## src/rtl/bus_arb_pkg.sv

```systemverilog
package bus_arb_pkg;
  typedef enum logic {PH_HOLD = 1'b0, PH_GAP = 1'b1} phase_t;
endpackage

```

## src/rtl/arb_rr_pick.sv

```systemverilog
module arb_rr_pick #(
  parameter int NUM_AGENTS = 4,
  parameter int IDX_W      = 2
) (
  input  logic [NUM_AGENTS-1:0] req,
  input  logic [IDX_W-1:0]      last_idx,
  output logic                  any,
  output logic [IDX_W-1:0]      pick_idx
);
  always_comb begin
    any      = 1'b0;
    pick_idx = last_idx;
    for (int k = NUM_AGENTS; k >= 1; k--) begin
      int j;
      j = int'(last_idx) + k;
      if (j >= NUM_AGENTS) j = j - NUM_AGENTS;
      if (req[j]) begin
        any      = 1'b1;
        pick_idx = IDX_W'(j);
      end
    end
  end
endmodule

```

## src/rtl/arb_tenure_ctr.sv

```systemverilog
module arb_tenure_ctr #(
  parameter int TMR_W = 8
) (
  input  logic             clk,
  input  logic             rst_n,
  input  logic             load,
  input  logic             inc,
  input  logic [TMR_W-1:0] limit,
  output logic             done
);
  localparam logic [TMR_W-1:0] CNT_MAX = '1;
  logic [TMR_W-1:0] cnt_q, cnt_d;
  logic             cnt_en;

  always_comb begin
    cnt_en = load | (inc & (cnt_q != CNT_MAX));
    cnt_d  = load ? TMR_W'(1) : cnt_q + TMR_W'(1);
  end

  always_ff @(posedge clk or negedge rst_n) begin
    if (!rst_n)      cnt_q <= TMR_W'(1);
    else if (cnt_en) cnt_q <= cnt_d;
  end

  assign done = (cnt_q >= limit);
endmodule

```

## src/rtl/arb_slot_ctr.sv

```systemverilog
module arb_slot_ctr (
  input  logic clk,
  input  logic rst_n,
  input  logic clr,
  input  logic inc,
  input  logic two_slots,
  output logic due
);
  logic [1:0] cnt_q, cnt_d;
  logic       cnt_en;

  always_comb begin
    cnt_en = clr | (inc & (cnt_q != 2'd3));
    cnt_d  = clr ? 2'd0 : cnt_q + 2'd1;
  end

  always_ff @(posedge clk or negedge rst_n) begin
    if (!rst_n)      cnt_q <= 2'd0;
    else if (cnt_en) cnt_q <= cnt_d;
  end

  assign due = two_slots ? (cnt_q >= 2'd2) : (cnt_q == 2'd3);
endmodule

```

## src/rtl/bus_tenure_arbiter.sv

```systemverilog
module bus_tenure_arbiter #(
  parameter int NUM_AGENTS = 4,
  parameter int TMR_W      = 8
) (
  input  logic                  clk,
  input  logic                  rst_n,
  input  logic                  cpu_req,
  input  logic [NUM_AGENTS-1:0] pci_req,
  input  logic                  cpu_prio,
  input  logic [TMR_W-1:0]      mtt,
  output logic                  cpu_gnt,
  output logic [NUM_AGENTS-1:0] pci_gnt
);
  import bus_arb_pkg::*;
  localparam int IDX_W = (NUM_AGENTS > 1) ? $clog2(NUM_AGENTS) : 1;

  phase_t                  phase_q, phase_d;
  logic                    own_cpu_q, own_cpu_d;
  logic [IDX_W-1:0]        last_q, last_d;
  logic [NUM_AGENTS-1:0]   own_mask;
  logic                    own_req, other_req;
  logic                    rr_any;
  logic [IDX_W-1:0]        rr_idx;
  logic                    ten_load, ten_inc, ten_done;
  logic                    slot_clr, slot_inc, slot_due;

  genvar gi;
  generate
    for (gi = 0; gi < NUM_AGENTS; gi++) begin : g_mask
      assign own_mask[gi] = (last_q == IDX_W'(gi));
      assign pci_gnt[gi]  = (phase_q == PH_HOLD) && !own_cpu_q && own_mask[gi];
    end
  endgenerate
  assign cpu_gnt = (phase_q == PH_HOLD) && own_cpu_q;

  arb_rr_pick #(.NUM_AGENTS(NUM_AGENTS), .IDX_W(IDX_W)) u_rr (
    .req(pci_req), .last_idx(last_q), .any(rr_any), .pick_idx(rr_idx));

  arb_tenure_ctr #(.TMR_W(TMR_W)) u_ten (
    .clk(clk), .rst_n(rst_n), .load(ten_load), .inc(ten_inc),
    .limit(mtt), .done(ten_done));

  arb_slot_ctr u_slot (
    .clk(clk), .rst_n(rst_n), .clr(slot_clr), .inc(slot_inc),
    .two_slots(cpu_prio), .due(slot_due));

  always_comb begin
    own_req   = own_cpu_q ? cpu_req : |(pci_req & own_mask);
    other_req = own_cpu_q ? |pci_req : (cpu_req | |(pci_req & ~own_mask));
    phase_d   = phase_q;
    own_cpu_d = own_cpu_q;
    last_d    = last_q;
    ten_load  = 1'b0;
    ten_inc   = 1'b0;
    slot_clr  = 1'b0;
    slot_inc  = 1'b0;
    case (phase_q)
      PH_HOLD: begin
        if ((other_req && (!own_req || ten_done)) || (!own_cpu_q && !own_req))
          phase_d = PH_GAP;
        else
          ten_inc = 1'b1;
      end
      default: begin
        phase_d  = PH_HOLD;
        ten_load = 1'b1;
        if (rr_any && !(cpu_req && slot_due)) begin
          own_cpu_d = 1'b0;
          last_d    = rr_idx;
          slot_inc  = 1'b1;
        end else begin
          own_cpu_d = 1'b1;
          slot_clr  = 1'b1;
        end
      end
    endcase
  end

  always_ff @(posedge clk or negedge rst_n) begin
    if (!rst_n) begin
      phase_q   <= PH_HOLD;
      own_cpu_q <= 1'b1;
      last_q    <= IDX_W'(NUM_AGENTS - 1);
    end else begin
      phase_q   <= phase_d;
      own_cpu_q <= own_cpu_d;
      last_q    <= last_d;
    end
  end
endmodule

```

## config.mk

```make
export PLATFORM = sky130hd
export DESIGN_NAME = bus_tenure_arbiter
export DESIGN_NICKNAME = d
export VERILOG_FILES = /design/src/rtl/bus_arb_pkg.sv /design/src/rtl/arb_rr_pick.sv /design/src/rtl/arb_tenure_ctr.sv /design/src/rtl/arb_slot_ctr.sv /design/src/rtl/bus_tenure_arbiter.sv
export SDC_FILE = /design/constraint.sdc
export NUM_CORES = 1
export LEC_CHECK = 0
export ABC_AREA = 1
export BUFFER_PORTS_ARGS = -buffer_cell sky130_fd_sc_hd__clkbuf_2
export CORE_MARGIN = 10
export CORE_UTILIZATION = 42
export CTS_BUF_LIST = sky130_fd_sc_hd__clkbuf_2 sky130_fd_sc_hd__clkbuf_4 sky130_fd_sc_hd__clkbuf_8
export CTS_CLUSTER_SIZE = 14
export DETAILED_ROUTE_END_ITERATION = 8
export PLACE_DENSITY_LB_ADDON = 0.2
export SLEW_MARGIN = 20
export SYNTH_ARGS = -nofsm -noshare
export SYNTH_HDL_FRONTEND = slang
export SYNTH_SLANG_ARGS = --single-unit
```

## constraint.sdc

```tcl
create_clock -name clk -period 3 [get_ports clk]
set_clock_uncertainty 0.15 [all_clocks]
set_input_delay 0.6 -clock clk [delete_from_list [all_inputs] [get_ports clk]]
set_output_delay 0.6 -clock clk [all_outputs]
set_load 0.03 [all_outputs]
```

# [After elaboration in Yosys (flattened, before gate mapping)]
# Index checks and enable logic that the tools add are counted.
# W data, S select, Z words.
[totals] ff_bits=14 latchBits=0 ramBits=0 rom_bits=0 out_inout_bits=5 word_cells=99 memories=0
[op_classes] add_sub_neg=10 mul=0 div=0 order_cmp=10 n_eq_ne=6 n_shift=0 muxes=38 bitwise=9 n_reduce_logical=21
[ops] cell="$ge A32 B4 Y1 const B" n=4
[ops] cell="$lt A32 B4 Y1 const B" n=4
[ops] cell="$mux W32" n=4
[ops] cell="$sub A32 B4 Y32 const B" n=4
[ops] cell="$mux W1" n=24
[ops] cell="$reduce_or A4 Y1" n=3
[ops] cell="$logic_and A1 B1 Y1" n=10
[ops] cell="$mux W2" n=5
[ops] cell="$add A8 B1 Y8 const B" n=1
[ops] cell="$and A4 B4 Y4" n=2
[ops] cell="$bmux W1 S2" n=4
[ops] cell="$ge A8 B8 Y1" n=1
[ops] cell="$mux W8" n=1
[ops] cell="$ne A8 B8 Y1 const B" n=1
[ops] cell="$add A2 B2 Y3 const B" n=2
[ops] cell="$eq A2 B2 Y1 const B" n=3
[ops] cell="$add A2 B3 Y4 const B" n=1
[ops] cell="$not A4 Y4" n=1
[ops] cell="$reduce_bool A4 Y1" n=1
[ops] cell="$add A2 B1 Y3 const B" n=1
[ops] cell="$logic_not A1 Y1" n=3
[ops] cell="$or A1 B1 Y1" n=3
[ops] cell="$reduce_and A3 Y1" n=1
[ops] cell="$add A2 B1 Y2 const B" n=1
[ops] cell="7 further kinds" n=9

# [Logic depth before layout (Yosys ltp)]
# Gate-level depths: netlist (run 1).
[logic_depth] ltp_word=15 mapped_depth=13 mapped_depth_nobuf=13

# [By module]
# From an unflattened synthesis (run 1), not the netlist that was laid out.
[hier_totals] cells_unflattened=218 hier_area_um2=1433.9
[modules_own_cells] mod="arb_tenure_ctr" instances=1 cells_per_inst=101 area_per_inst_um2=753.2 seq_area_each_um2=201.4
[modules_own_cells] mod="bus_tenure_arbiter" instances=1 cells_per_inst=50 area_per_inst_um2=302.8 seq_area_each_um2=103.8
[modules_own_cells] mod="arb_rr_pick" instances=1 cells_per_inst=48 area_per_inst_um2=236.5 seq_area_each_um2=0.0
[modules_own_cells] mod="arb_slot_ctr" instances=1 cells_per_inst=19 area_per_inst_um2=141.4 seq_area_each_um2=50.0

# [Worst setup path after synthesis (run 1)]
# OpenSTA, ideal clock, no wires.
[synth_timing] kind="reg2out" startpoint="reg last_q[0]" endpoint="out pci_gnt[0]" t_arrival_ps=1200 path_slack_ps=1050 path_stages_with_launch=6 path_buffers=1 cell_sequence="dfstp_2 buf_4 inv_1 ha_1 inv_1 nor2_1"
[synth_via] elab_chain_len=2
[synth_lines] element="start: declaration" line="bus_tenure_arbiter.sv:19" source="logic [IDX_W-1:0] last_q, last_d;"
[synth_lines] element="start signal: assignment" line="bus_tenure_arbiter.sv:83" source="last_q <= IDX_W'(NUM_AGENTS - 1);"
[synth_lines] element="start signal: assignment" line="bus_tenure_arbiter.sv:87" source="last_q <= last_d;"
[synth_lines] element="$logic_not A2 Y1" line="bus_tenure_arbiter.sv:30" source="assign own_mask[gi] = (last_q == IDX_W'(gi));"
[synth_lines] element="$logic_and A1 B1 Y1" line="bus_tenure_arbiter.sv:31" source="assign pci_gnt[gi] = (phase_q == PH_HOLD) && !own_cpu_q && own_mask[gi];"
[synth_lines] element="end: declaration" line="bus_tenure_arbiter.sv:12" source="output logic [NUM_AGENTS-1:0] pci_gnt"
# No other way between the ends.

# [Worst setup path in the final report (run 1)]
# Same ends and word-level chain as after synthesis.

==> flow_summary.toml, run 1 <==
[logic_synthesis]
synthArstFlopShare_pct = 100
synth_nets = 209
postSynth.topFlopCell = "sky130_fd_sc_hd__dfrtp_1"
synth.largest_area_cell = "sky130_fd_sc_hd__dfrtp_1"
synth_enable_flop_cells = 0
postSynthCellCount = 178
synth.top_cell.area_share_pct = 19.2
per_instance_average_area_after_synthesis_um2 = 7.34
yosysWarningCount = 0
synth_seq_area_share_pct = 27.2
yosys-top-cells-area = "sky130_fd_sc_hd__dfrtp_1 (19%), sky130_fd_sc_hd__ha_1 (14%), sky130_fd_sc_hd__nand2_1 (11%), sky130_fd_sc_hd__dfstp_2 (8.0%), sky130_fd_sc_hd__inv_1 (7.5%)"
synth_cell_type_count = 27
yosys_register_bits = 14
syn-cell-area_um2 = 1310

[cells_and_area]
syn2layout_area_growth_pct = 12.6
final_core_util_pct = 49.0
fin_cells = 233
multi_input_comb_area_um2 = 826
final-seq-area_um2 = 355
num_antenna_cells = 0
finalNetCount = 232
final.fill_count = 312
drive_gt1_share_pct = 24.0

[floorplan]
initial_util_pct = 43.5
die_height_um = 75.8
boundaryPins = 21
fp.dieW_um = 75.8
area_of_the_core_um2 = 3000
std_cell_rows = 20
floorplan.die_area_um2 = 5740

[setup_path]
slowest_cell_delay_on_critical_path_ps = 660
crit_fanout = 12
path_delay_family = "flip-flops"
critical_path_class = "reg -> out"
critPathBufInv = 3
timing.critical_path.slowest_stage_cell = "sky130_fd_sc_hd__dfstp_2"
path_cells = "inv_1 > ha_1 > inv_1 > nor2_1 > clkbuf_2"
setup.worst_path.start_class = "flip-flop"
required_ps = 2250
worst_ep_arrival_time_ps = 1560
setup.worst_path.end_class = "output pin"
timing.critical_path.mode_cell = "sky130_fd_sc_hd__inv_1"

[detailed_routing]
drt-initial-drc-count = 32
final_antenna_net_count = 0
postRouteWirelength_um = 2700
drc = 0
wl_met1_um = 1260
routedWlPerCell_um = 11.6
maxUsedRoutingLayer = "met4"
viasPerCell = 4.97
drtPass1Iterations = 4
met2_wirelength_um = 1310
met3_length_um = 98
vias = 1157

[sta]
tightest_hold_margin_ps = 65.2
setup_repair_after_global_routing_missed_its_margin = "false"
finalHoldViolCount = 0
fin_crit_ps = 2310
slew_violations = 0
setup_tns_ps = 0
setup_viol = 0
peak_clock_frequency_supported_by_timing_mhz = 432
worst_slew_pin_slew_ps = 364
min_period_over_period_pct = 77.1
worst_slew_margin_rel_pct = 75.7

[cts]
tritoncts = "yes"
postCtsResizedCells = 0
cts-buffers-inserted = 3
post_cts.repair.setup_buffers = 0
max-clock-path-buffers = 2
clock_sink_count = 14
cts_hold_buf = 0
clock_insertion_delay_worst_skew_ps = 280
cts_root_buf = "sky130_fd_sc_hd__clkbuf_4"
cts.htree.levels = 1
clock_pin_transition_on_the_worst_setup_and_hold_timing_paths_ps = 90

[grt]
grt_usage_pct = 10.4
grt_pass1_vias = 1128
initial_antenna_violation_count = 0
grt.overflow.total = 0
grt_start_max_net_pins = 20
grt_pass1_wl_um = 4800

[worst_hold_path]
worst_hold_path_type = "in -> async"

[placement]
dp.cells = 229
place.detailed.hpwl_um = 2280
place.gp.congestion = 0.826
numPortBuffers = 20

[power_and_ir_drop]
static_leak_nw = 0.835
power_density_nw_per_um2 = 788
vdd_drop_max_uv = 365
totalPowerFinal_w = 0.00116

[job]
drv.max_cap_violation_count = 0

[run_status]
run_status = "completed"
cells in the final DEF (no fill, tap or decap), types with 2 or more instances in the layout:
cell                       instances
sky130_fd_sc_hd__o21ai_1           6
sky130_fd_sc_hd__nand3_1          14
sky130_fd_sc_hd__dfstp_2           4
sky130_fd_sc_hd__nor2_1           15
sky130_fd_sc_hd__dfrtp_1          10
sky130_fd_sc_hd__inv_2             4
sky130_fd_sc_hd__a21oi_1           5
sky130_fd_sc_hd__clkbuf_4          3
sky130_fd_sc_hd__o21ai_0           5
sky130_fd_sc_hd__ha_1             15
sky130_fd_sc_hd__nor2_2            6
sky130_fd_sc_hd__o211ai_1          2
sky130_fd_sc_hd__clkbuf_2         20
sky130_fd_sc_hd__nand3_2           2
sky130_fd_sc_hd__nand2_1          37
sky130_fd_sc_hd__nand2_2           3
sky130_fd_sc_hd__inv_1            26
sky130_fd_sc_hd__nand4_1           8
sky130_fd_sc_hd__xor2_1            6
where the power goes:
part,switching [W],total [W],internal [W]
clock network,0.0000617,0.000136,0.0000738
logic,0.000433,0.000670,0.000237
registers,0.0000809,0.000354,0.000273
total,0.000576,0.00116,0.000584
final timing paths:
check / cells after the start / slack [ps] / end / from
setup / recovery: 5 / 690 / pci_gnt[0] / last_q[0]$_DFFE_PN1P_
hold / removal: 1 / 70 / u_ten.cnt_q[3]$_DFFE_PN0P_ / rst_n
setup reg to reg: 11 / 1000 / u_ten.cnt_q[4]$_DFFE_PN0P_ / last_q[0]$_DFFE_PN1P_
hold reg to reg: 1 / 360 / phase_q$_DFF_PN0_ / phase_q$_DFF_PN0_
max in group asynchronous: 1 / 2330 / u_ten.cnt_q[0]$_DFFE_PN1P_ / rst_n
min in group clk: 1 / 360 / phase_q$_DFF_PN0_ / phase_q$_DFF_PN0_
sequential cells by signal, indices dropped and copies added, names as in the netlist:
name          cells
own_cpu_q         1
u_ten.cnt_q       8
last_q            2
phase_q           1
u_slot.cnt_q      2
per-stage QoR:
step | area, µm² | worst slack (ps)
2_1_floorplan | 1310 | 1050
3_3_place_gp | 1440 | 886
3_5_place_dp | 1440 | 833
4_1_cts | 1470 | 665
5_1_grt | 1470 | 579
6_report | 1470 | 686
worst register-to-register path, delay by kind of cell (launching register included):
kind          cells  cell delay, ps
simple gates      8             740
buf+inv           2             180
fa+ha+maj         1             230
flops             1             660
cells by family after synthesis:
kind of cell | after synthesis | share of synthesized area [%]
compound gates | 22 | 10.4
flops | 14 | 27.2
fa+ha+maj | 15 | 14.4
simple gates | 89 | 34.4
buf+inv | 32 | 9.58
xor+xnor | 6 | 4.02
routing by layer:
metal  vias to the layer above  GRT usage, %
met5                         -             0
met1                       512          12.2
met2                        18          18.2
li1                        625             -
met3                         2          1.04
met4                         0          5.57
synth_stat cells (2+ instances only):
library cell	number
sky130_fd_sc_hd__a21oi_1	5
sky130_fd_sc_hd__dfrtp_1	10
sky130_fd_sc_hd__dfstp_2	4
sky130_fd_sc_hd__ha_1	15
sky130_fd_sc_hd__inv_1	26
sky130_fd_sc_hd__inv_2	4
sky130_fd_sc_hd__nand2_1	37
sky130_fd_sc_hd__nand2_2	3
sky130_fd_sc_hd__nand3_1	14
sky130_fd_sc_hd__nand3_2	2
sky130_fd_sc_hd__nand4_1	8
sky130_fd_sc_hd__nor2_1	15
sky130_fd_sc_hd__nor2_2	6
sky130_fd_sc_hd__o211ai_1	2
sky130_fd_sc_hd__o21ai_0	5
sky130_fd_sc_hd__o21ai_1	6
sky130_fd_sc_hd__xor2_1	6
cell type report:
type	count	share of cell area [%]
well taps	33	2.81
flip-flops and latches	14	24.1
repair buffers	20	6.80
inverters	30	7.65
clock buffers	4	2.47
multi-input cells	132	56.1
No activity file was read; power rests on OpenSTA's default activity.
==> run 2, diff against run 1 <==
==> constraint.sdc (replaced) <==
create_clock -name clk -period 2.3 [get_ports clk]
set_clock_uncertainty 0.15 [all_clocks]
set_input_delay 0.46 -clock clk [delete_from_list [all_inputs] [get_ports clk]]
set_output_delay 0.46 -clock clk [all_outputs]
set_load 0.03 [all_outputs]
==> flow_summary.toml, run 2 (synthesized netlist as in run 1, its figures left out) <==
[run_status]
run_status = "completed"

[worst_hold_path]
min_to = "phase_q$_DFF_PN0_"
worst_hold_path_type = "reg -> reg"
hold_start = "phase_q$_DFF_PN0_"
worst_hold_path.num_cells = 1

[sta]
setup_repair_after_global_routing_missed_its_margin = "false"
fin_crit_ps = 2170
slew_violations = 0
peak_clock_frequency_supported_by_timing_mhz = 460
finalHoldViolCount = 0
min_period_over_period_pct = 94.5
worst_slew_margin_rel_pct = 76.4
setup_viol = 0
setup_tns_ps = 0
worst_slew_pin_slew_ps = 354

[floorplan]
floorplan.die_area_um2 = 5740
fp.dieW_um = 75.8
boundaryPins = 21
die_height_um = 75.8
area_of_the_core_um2 = 3000
initial_util_pct = 43.5
std_cell_rows = 20

[cells_and_area]
flip_flop_count_of_the_largest_register_all_copies_and_words_added = 8
top_register = "u_ten.cnt_q"
multi_input_comb_area_um2 = 826
final-seq-area_um2 = 355
drive_gt1_share_pct = 23.9
num_antenna_cells = 0
syn2layout_area_growth_pct = 13.4
most_common_library_cell_in_the_layout_ignoring_fill_and_taps = "sky130_fd_sc_hd__nand2_1"
layout_common_cells = "sky130_fd_sc_hd__nand2_1 (37), sky130_fd_sc_hd__inv_1 (26), sky130_fd_sc_hd__clkbuf_2 (20)"
top_regs = "u_ten.cnt_q (8), last_q (2), u_slot.cnt_q (2)"
finalNetCount = 233
final.fill_count = 307

[setup_path]
setup.worst_path.end_class = "output pin"
critical_path_class = "reg -> out"
timing.critical_path.slowest_stage_cell = "sky130_fd_sc_hd__dfstp_2"
crit-reg2reg-capture = "u_ten.cnt_q[4]$_DFFE_PN0P_"
cp-startpoint = "last_q[0]$_DFFE_PN1P_"
slowest_cell_delay_on_critical_path_ps = 650
worstReg2RegStart = "last_q[0]$_DFFE_PN1P_"
required_ps = 1690
setup.worst_path.start_class = "flip-flop"
path_cells = "inv_1 > ha_1 > inv_1 > nor2_1 > clkbuf_2"
worst_ep_arrival_time_ps = 1560
r2r_cells = 11
reg2reg_slack_ps = 310
crit_fanout = 12
timing.critical_path.mode_cell = "sky130_fd_sc_hd__inv_1"

[cts]
cts-buffers-inserted = 3
clock_sink_count = 14
max-clock-path-buffers = 2
clock_insertion_delay_worst_skew_ps = 280
tritoncts = "yes"
cts_root_buf = "sky130_fd_sc_hd__clkbuf_4"
postCtsResizedCells = 0
post_cts.repair.setup_buffers = 0
clock_pin_transition_on_the_worst_setup_and_hold_timing_paths_ps = 90
cts.htree.levels = 1

[grt]
grt_usage_pct = 10.3
initial_antenna_violation_count = 0
grt_pass1_vias = 1094
grt.overflow.total = 0
grt_pass1_wl_um = 4690
grt_start_max_net_pins = 20

[power_and_ir_drop]
power_density_nw_per_um2 = 1020
static_leak_nw = 0.839
totalPowerFinal_w = 0.00151
vdd_drop_max_uv = 584

[placement]
place.gp.congestion = 0.826
numPortBuffers = 20
place.detailed.hpwl_um = 2270

[detailed_routing]
drc = 0
drt-initial-drc-count = 51
vias = 1177
viasPerCell = 5.03
drtPass1Iterations = 4
routedWlPerCell_um = 11.3
postRouteWirelength_um = 2640
final_antenna_net_count = 0

[job]
drv.max_cap_violation_count = 0
## run 2: cell count changes in the layout (fill, tap and decap cells not counted), sizes merged
cell         delta
dlygate4sd3     +1
## run 2: what timing repair did
action	4_1_cts	5_1_grt
hold buffers	1	0
endpoints found under the hold margin	10	0
setup endpoints to repair	0	0
## run 2: worst max path at each step
stage	to	depth (start not counted)
after floorplan	u_ten.cnt_q[6]$_DFFE_PN0P_	12
after global placement	u_ten.cnt_q[6]$_DFFE_PN0P_	9
after detailed placement	u_ten.cnt_q[6]$_DFFE_PN0P_	10
after CTS	pci_gnt[2]	5
after global routing	pci_gnt[0]	5
final	pci_gnt[2]	5
## run 2: metrics by stage
stage                     util (%)  area [µm²]  worst slack (ps)  hold WS [ps]  std cells
final                         49.3        1480               127           366        234
after global routing          49.3        1480              23.3           379        234
after CTS                     49.3        1480               112           356        234
after detailed placement      47.8        1440               255           243        229
after global placement        47.8        1440               326           235        229
after floorplan                  -        1310               480          14.4        178
## run 2: layout make-up
class | count | area share (%)
flip-flops and latches | 14 | 24.0
repair buffers | 21 | 7.43
inverters | 30 | 7.60
well taps | 33 | 2.79
multi-input cells | 132 | 55.7
clock buffers | 4 | 2.45
## run 2: report_power, final
part	total, W	internal [W]	switching (W)
Combinational	0.000873	0.000310	0.000563
Sequential	0.000461	0.000356	0.000105
Clock	0.000177	0.0000963	0.0000804
## run 2: critical path, delay by kind of cell (launching register included)
kind	cells	cell delay [ps]
adders and majority gates	1	230
buffers and inverters	3	360
DFF	1	650
and+or+nand+nor	1	50
## run 2: per-layer routing
| metal | global-route usage, % | wire length (µm) |
|---|---|---|
| met5 | 0 | 0 |
| met4 | 5.57 | 34 |
| met3 | 0.911 | 117 |
| met2 | 17.6 | 1280 |
| met1 | 12.3 | 1210 |
